`src/rtl/serial_rx_pkg.sv`:
```
package serial_rx_pkg;

  localparam int MAX_FACTOR = 64;
  localparam int CNT_W = $clog2(MAX_FACTOR + 1);

  typedef enum logic [2:0] {
    ST_IDLE,
    ST_START,
    ST_DATA,
    ST_PARITY,
    ST_STOP
  } rxStateT;

  // strobes from control to datapath, all qualified by a tick
  typedef struct packed {
    logic clearAcc;  // start accepted, reset shift/parity accumulators
    logic shiftIn;   // sample one data bit
    logic checkPar;  // sample the parity bit
    logic finish;    // sample the stop bit and deliver the character
  } rxStrobeT;

  function automatic logic [CNT_W-1:0] ticksPerBit(input logic [1:0] sel);
    case (sel)
      2'b00:   ticksPerBit = CNT_W'(1);
      2'b01:   ticksPerBit = CNT_W'(16);
      default: ticksPerBit = CNT_W'(MAX_FACTOR);
    endcase
  endfunction

endpackage

```
`src/rtl/serial_rx_ctrl.sv`:
```
module serial_rx_ctrl
  import serial_rx_pkg::*;
#(
  parameter int DATA_W = 8
) (
  input  logic       clk,
  input  logic       rstN,
  input  logic       tick,
  input  logic       line,
  input  logic       enable,
  input  logic [1:0] rateSel,
  input  logic       parityEn,
  output rxStrobeT   strobe
);

  localparam int BIT_W = (DATA_W > 1) ? $clog2(DATA_W) : 1;

  rxStateT           state;
  logic [CNT_W-1:0]  cnt;
  logic [BIT_W-1:0]  bitIdx;
  logic [CNT_W-1:0]  factor;
  logic [CNT_W-1:0]  halfFactor;
  logic              step;
  logic              atSample;

  always_comb begin
    factor     = ticksPerBit(rateSel);
    halfFactor = factor >> 1;
    step       = tick && enable;
    atSample   = (cnt == factor);
  end

  always_ff @(posedge clk or negedge rstN) begin
    if (!rstN) begin
      state  <= ST_IDLE;
      cnt    <= '0;
      bitIdx <= '0;
    end else if (!enable) begin
      state  <= ST_IDLE;
      cnt    <= '0;
      bitIdx <= '0;
    end else if (tick) begin
      case (state)
        ST_IDLE: begin
          if (!line) begin
            cnt    <= CNT_W'(1);
            bitIdx <= '0;
            state  <= (factor == CNT_W'(1)) ? ST_DATA : ST_START;
          end
        end
        ST_START: begin
          if (cnt == halfFactor) begin
            cnt    <= CNT_W'(1);
            bitIdx <= '0;
            state  <= line ? ST_IDLE : ST_DATA;
          end else begin
            cnt <= cnt + CNT_W'(1);
          end
        end
        ST_DATA: begin
          if (atSample) begin
            cnt <= CNT_W'(1);
            if (bitIdx == BIT_W'(DATA_W - 1)) begin
              state <= parityEn ? ST_PARITY : ST_STOP;
            end
            bitIdx <= bitIdx + BIT_W'(1);
          end else begin
            cnt <= cnt + CNT_W'(1);
          end
        end
        ST_PARITY: begin
          if (atSample) begin
            cnt   <= CNT_W'(1);
            state <= ST_STOP;
          end else begin
            cnt <= cnt + CNT_W'(1);
          end
        end
        ST_STOP: begin
          if (atSample) begin
            cnt   <= '0;
            state <= ST_IDLE;
          end else begin
            cnt <= cnt + CNT_W'(1);
          end
        end
        default: state <= ST_IDLE;
      endcase
    end
  end

  always_comb begin
    strobe          = '0;
    strobe.clearAcc = step && (state == ST_IDLE) && !line;
    strobe.shiftIn  = step && (state == ST_DATA) && atSample;
    strobe.checkPar = step && (state == ST_PARITY) && atSample;
    strobe.finish   = step && (state == ST_STOP) && atSample;
  end

  AST_DISABLE_ABORTS: assert property (@(posedge clk) disable iff (!rstN)
    !enable |=> (state == ST_IDLE));

  AST_FALSE_START_DROP: assert property (@(posedge clk) disable iff (!rstN)
    (state == ST_START && step && cnt == halfFactor && line) |=> (state == ST_IDLE));

  AST_NO_START_IN_X1: assert property (@(posedge clk) disable iff (!rstN)
    (state == ST_IDLE && step && !line && rateSel == 2'b00) |=> (state == ST_DATA));

  AST_ONE_STROBE: assert property (@(posedge clk) disable iff (!rstN)
    $onehot0({strobe.shiftIn, strobe.checkPar, strobe.finish}));

endmodule

```
`src/rtl/serial_rx_dp.sv`:
```
module serial_rx_dp
  import serial_rx_pkg::*;
#(
  parameter int DATA_W = 8
) (
  input  logic              clk,
  input  logic              rstN,
  input  logic              line,
  input  rxStrobeT          strobe,
  input  logic              parityOdd,
  input  logic              hostRead,
  input  logic              errReset,
  output logic [DATA_W-1:0] rxData,
  output logic              rxReady,
  output logic              parityErr,
  output logic              frameErr,
  output logic              overrunErr
);

  logic [DATA_W-1:0] shiftReg;
  logic              parAcc;

  // assembly: new bits enter at the top so the first bit ends at bit 0
  always_ff @(posedge clk or negedge rstN) begin
    if (!rstN) begin
      shiftReg <= '0;
      parAcc   <= 1'b0;
    end else if (strobe.clearAcc) begin
      shiftReg <= '0;
      parAcc   <= 1'b0;
    end else if (strobe.shiftIn) begin
      shiftReg <= {line, shiftReg[DATA_W-1:1]};
      parAcc   <= parAcc ^ line;
    end
  end

  // holding register and ready flag
  always_ff @(posedge clk or negedge rstN) begin
    if (!rstN) begin
      rxData  <= '0;
      rxReady <= 1'b0;
    end else if (strobe.finish) begin
      rxData  <= shiftReg;
      rxReady <= 1'b1;
    end else if (hostRead) begin
      rxReady <= 1'b0;
    end
  end

  // sticky error flags, setting wins over clearing
  always_ff @(posedge clk or negedge rstN) begin
    if (!rstN) begin
      parityErr  <= 1'b0;
      frameErr   <= 1'b0;
      overrunErr <= 1'b0;
    end else begin
      if (strobe.checkPar && ((parAcc ^ line) != parityOdd)) begin
        parityErr <= 1'b1;
      end else if (errReset) begin
        parityErr <= 1'b0;
      end
      if (strobe.finish && !line) begin
        frameErr <= 1'b1;
      end else if (errReset) begin
        frameErr <= 1'b0;
      end
      if (strobe.finish && rxReady && !hostRead) begin
        overrunErr <= 1'b1;
      end else if (errReset) begin
        overrunErr <= 1'b0;
      end
    end
  end

  AST_READY_ON_FINISH: assert property (@(posedge clk) disable iff (!rstN)
    strobe.finish |=> rxReady);

  AST_HOLD_STABLE: assert property (@(posedge clk) disable iff (!rstN)
    !strobe.finish |=> $stable(rxData));

  AST_READ_CLEARS: assert property (@(posedge clk) disable iff (!rstN)
    (hostRead && !strobe.finish) |=> !rxReady);

  AST_OVERRUN_SET: assert property (@(posedge clk) disable iff (!rstN)
    (strobe.finish && rxReady && !hostRead) |=> overrunErr);

  AST_FLAGS_STICKY: assert property (@(posedge clk) disable iff (!rstN)
    (!errReset && (parityErr || frameErr || overrunErr))
      |=> ((parityErr || !$past(parityErr)) && (frameErr || !$past(frameErr))
           && (overrunErr || !$past(overrunErr))));

  AST_CLEAR_FRAME_OVR: assert property (@(posedge clk) disable iff (!rstN)
    (errReset && !strobe.finish) |=> (!frameErr && !overrunErr));

  AST_CLEAR_PARITY: assert property (@(posedge clk) disable iff (!rstN)
    (errReset && !strobe.checkPar) |=> !parityErr);

endmodule

```
`src/rtl/serial_rx.sv`:
```
module serial_rx
  import serial_rx_pkg::*;
#(
  parameter int DATA_W = 8
) (
  input  logic              clk,
  input  logic              rstN,
  input  logic              rxTick,
  input  logic              rxLine,
  input  logic              rxEnable,
  input  logic [1:0]        rateSel,
  input  logic              parityEn,
  input  logic              parityOdd,
  input  logic              hostRead,
  input  logic              errReset,
  output logic [DATA_W-1:0] rxData,
  output logic              rxReady,
  output logic              parityErr,
  output logic              frameErr,
  output logic              overrunErr
);

  rxStrobeT strobe;

  serial_rx_ctrl #(.DATA_W(DATA_W)) ctrl (
    .clk      (clk),
    .rstN     (rstN),
    .tick     (rxTick),
    .line     (rxLine),
    .enable   (rxEnable),
    .rateSel  (rateSel),
    .parityEn (parityEn),
    .strobe   (strobe)
  );

  serial_rx_dp #(.DATA_W(DATA_W)) dp (
    .clk        (clk),
    .rstN       (rstN),
    .line       (rxLine),
    .strobe     (strobe),
    .parityOdd  (parityOdd),
    .hostRead   (hostRead),
    .errReset   (errReset),
    .rxData     (rxData),
    .rxReady    (rxReady),
    .parityErr  (parityErr),
    .frameErr   (frameErr),
    .overrunErr (overrunErr)
  );

  AST_RESET_QUIET: assert property (@(posedge clk)
    !rstN |=> (!rxReady && !overrunErr));

endmodule

```
`config.mk`:
```
export PLATFORM = sky130hd
export DESIGN_NAME = serial_rx
export DESIGN_NICKNAME = d
export VERILOG_FILES = /design/src/rtl/serial_rx_pkg.sv /design/src/rtl/serial_rx_ctrl.sv /design/src/rtl/serial_rx_dp.sv /design/src/rtl/serial_rx.sv
export SDC_FILE = /design/constraint.sdc
export NUM_CORES = 1
export LEC_CHECK = 0
export BUFFER_PORTS_ARGS = -buffer_cell sky130_fd_sc_hd__buf_2
export CAP_MARGIN = 15
export CORE_ASPECT_RATIO = 0.5
export CORE_MARGIN = 1.5
export CORE_UTILIZATION = 30
export CTS_CLUSTER_SIZE = 40
export DETAILED_ROUTE_END_ITERATION = 10
export GPL_ROUTABILITY_DRIVEN = 0
export PLACE_DENSITY_LB_ADDON = 0.05
export SLEW_MARGIN = 25
export SYNTH_ARGS = -nofsm -noshare
export SYNTH_HDL_FRONTEND = slang
export SYNTH_SLANG_ARGS = --single-unit
```
`constraint.sdc`:
```
create_clock -name clk -period 1.9 [get_ports clk]
set_clock_uncertainty 0.2 [all_clocks]
set_input_delay 0.19 -clock clk [delete_from_list [all_inputs] [get_ports clk]]
set_output_delay 0.19 -clock clk [all_outputs]
set_load 0.1 [all_outputs]
```
==> run summary <==
Status -> finished with violations
Failing checks -> setup timing
FP Rows -> 20
Fmax -> 465.3 MHz
R2R cell count -> 5
CTS buffer count -> 5
Initial drt markers -> 50
Post-Synthesis Cells -> 200
Crit path kind -> flip-flop to flip-flop
Root Buffer -> clkbuf_16
Hold WC Path Type -> input pin to flip-flop
Initial antenna violation count -> 0
Worst r2r src -> ctrl.cnt[0]
Worst hold start -> rxLine
TritonRoute pass-1 iters -> 4
Final ANT Viol Nets -> 0
Synth-to-Final Area Change -> 53.32%
Total gr overflow -> 0
Via Count -> 1755
Largest net degree at the start of global routing -> 35
Post-Syn Area -> 1962 um^2
Worst path max stage delay -> 0.54 ns
Worst-margin pin slew -> 0.6080 ns
Sequential share of power -> 33.9%
H-tree Lvls -> 2
CTS Sinks -> 34
Total Routing Usage GR -> 16.66%
Fin crit share -> 113.1%
Post-synth top flop -> dfrtp_1
Area leader, netlist -> dfrtp_1
Critical Path Source -> ctrl.cnt[0]
CP Capture Point -> dp.parAcc
Die Ht -> 60.18 um
Crit path max fanout -> 6
WL final -> 5.258 mm
Clk pin slew, worst setup/hold paths -> 0.05 ns
Post-synth cell types -> 47
CTS tree -> built
Maximum VDD drop -> 390.9 uV
Dpl cell area -> 2542 um^2
Layout cells sized above 1 -> 49.46%
Synth Area per Inst -> 9.809 um^2
Minimum clock period -> 2.149 ns
Seq cells post-synth -> 34
Core ar. -> 6181 um^2
Max clock buf depth -> 2
Hold Violations, Final -> 0
Seq/Total Area, Yosys -> 43.37%
Final setup margin -> -0.2491 ns
Crit-path cells -> and4bb_2 > a211oi_4 > or4_4 > or3_4 > a21oi_2
Chip width -> 117.4 um
FF-to-FF End -> dp.parAcc
Vias in the first global route -> 1772
Synth Area in Adders -> 2.551%
RSZ-0062 raised after global routing -> yes
DR WL/cell -> 14.41 um
Synth Net Count -> 215
Crit path arrival time -> 2.16 ns
Critical-path top delay cell -> or4_4
Final nets -> 291
Post-route cell area -> 3008 um^2
Top-count cell post-synth -> dfrtp_1
Leak Pwr -> 0.001480 uW
Switching power -> 613.9 uW
I/O pins -> 23
DRC -> 0
Clk_lat worst skew -> 0.28 ns
Place WS -> -0.2796 ns
Initial Util -> 31.74%
Internal power -> 1644 uW
Most frequent cells after synthesis -> 34 x dfrtp_1, 19 x nor2_1, 19 x o21ai_0
Final Max Tran Viols -> 0
First-pass GRT wire length -> 8.873 mm
Sw frac -> 27.18%
Worst hold slack -> 0.05866 ns
Worst setup EP type -> flip-flop
Slew HR -> 59.17%
Yosys top cell area share -> 43.37%
Xor/xnor share of the synthesized area -> 2.679%
Most area-consuming cells after synthesis -> dfrtp_1 43%, mux2_2 5.2%, o21ai_0 4.8%, nor2_1 3.6%, mux2i_1 3.6%
Clock Power Share -> 41.4%
Die footprint -> 7063 um^2
Worst EP required -> 1.91 ns
Largest family of logic cells by synthesized area -> simple AND/OR/NAND/NOR gates
Syn. warnings -> 0
Mux contribution to synthesized area -> 8.737%
Synth Area in Simple Gates -> 21.30%
R2R Setup Slk -> -0.25 ns
Max Cap Viol -> 0
Power per cell area -> 750.8 nW/um^2
Dpl hpwl -> 3.779 mm
Post-synth ARST share -> 100.0%
Post-synthesis compound-gate area fraction -> 16.33%
Port bufs -> 22
Vias per cell -> 4.808
Post-synth EDFFs -> 0
Diode count -> 0
Fin util -> 48.66%
Final setup fails -> 32
Critical path launch point type -> flip-flop
Comb pwr share -> 24.6%
-- flip-flops by register name, summed over array words and instances, names as in the netlist, 3 cells and up --
signal	flops
ctrl.cnt	7
dp.rxData	8
ctrl.state	3
ctrl.bitIdx	3
dp.shiftReg	8
-- worst min path at each step --
stage	end	slack [ns]	cells after the start
2_1_floorplan	ctrl.bitIdx[0]	-0.31	0
3_3_place_gp	ctrl.cnt[4]	0.06	2
3_5_place_dp	ctrl.cnt[4]	0.05	2
4_1_cts	dp.frameErr	0.06	3
5_1_grt	dp.frameErr	0.06	3
6_report	dp.frameErr	0.06	3
-- cell families (layout without fill, tap and decap cells) --
logic type / Yosys count / after routing
AOI/OAI and AO/OA: 47 / 47
adders and majority gates: 4 / 4
muxes: 16 / 16
buffers and inverters: 22 / 99
xor gates and xnor gates: 6 / 6
DFF: 34 / 34
and+or+nand+nor: 71 / 71
-- per-stage QoR --
stage	std cells	total power [uW]	setup TNS, ns
after floorplan	200	1010	-1.734
after global placement	347	1211	-5.455
after detailed placement	347	1216	-5.778
after CTS	364	2249	-5.575
after global routing	365	2382	-7.840
final	365	2258	-4.410
-- cells in the final DEF (no fill, tap or decap), types with 5 or more instances in the layout --
cell type | netlist | layout
buf_6 | 1 | 5
nor2_1 | 19 | 17
buf_4 | 1 | 48
dfrtp_1 | 34 | 29
o21ai_0 | 19 | 6
mux2_4 | 0 | 7
xnor2_1 | 5 | 5
dfrtp_2 | 0 | 5
o21ai_1 | 0 | 8
o21ai_2 | 0 | 5
inv_1 | 11 | 9
clkbuf_16 | 0 | 5
mux2i_1 | 7 | 7
buf_2 | 4 | 22
nand2_1 | 10 | 7
-- routing by layer --
| metal | vias to the layer above | wire (um) | GRT usage (%) | part of all wire, % |
|---|---|---|---|---|
| li1 | 877 | - | - | - |
| met1 | 844 | 2581 | 20.79 | 49 |
| met2 | 29 | 2441 | 27.56 | 46 |
| met3 | 5 | 204 | 6.489 | 3.9 |
| met4 | 0 | 30 | 4.233 | 0.57 |
| met5 | - | 0 | 0 | 0 |
-- power by group through the flow --
stage | Sequential (uW) | Clock, uW | Combinational (uW)
finish | 766 | 936 | 557
global route | 769 | 1000 | 610
CTS | 766 | 967 | 516
detailed placement | 776 | 0 | 439
global placement | 775 | 0 | 436
floorplan | 770 | 0 | 240
-- worst max-delay path: cells and delay by family, from the launching register on --
family	cells	cell delay, ns
AO/OA/AOI/OAI	2	0.20
flip-flops	1	0.44
AND/OR/NAND/NOR	3	1.23
-- layout make-up --
type | count | area (um^2)
clock buffers | 5 | 125.1
fillers | 601 | 3173
multi-input cells | 144 | 1230
flip-flops and latches | 34 | 857.1
well taps | 88 | 110.1
clock inverters | 3 | 45.04
repair buffers | 80 | 596.8
inverters | 11 | 43.79
-- what timing repair did --
item / CTS / global route
hold endpoints to repair: 38 / 0
hold buffers: 3 / 0
resized for setup: 41 / 17
setup endpoints to repair: 32 / 34
setup buffers: 8 / 3
pin swaps: 24 / 16
Note: power is estimated with default switching activity, not from simulation.
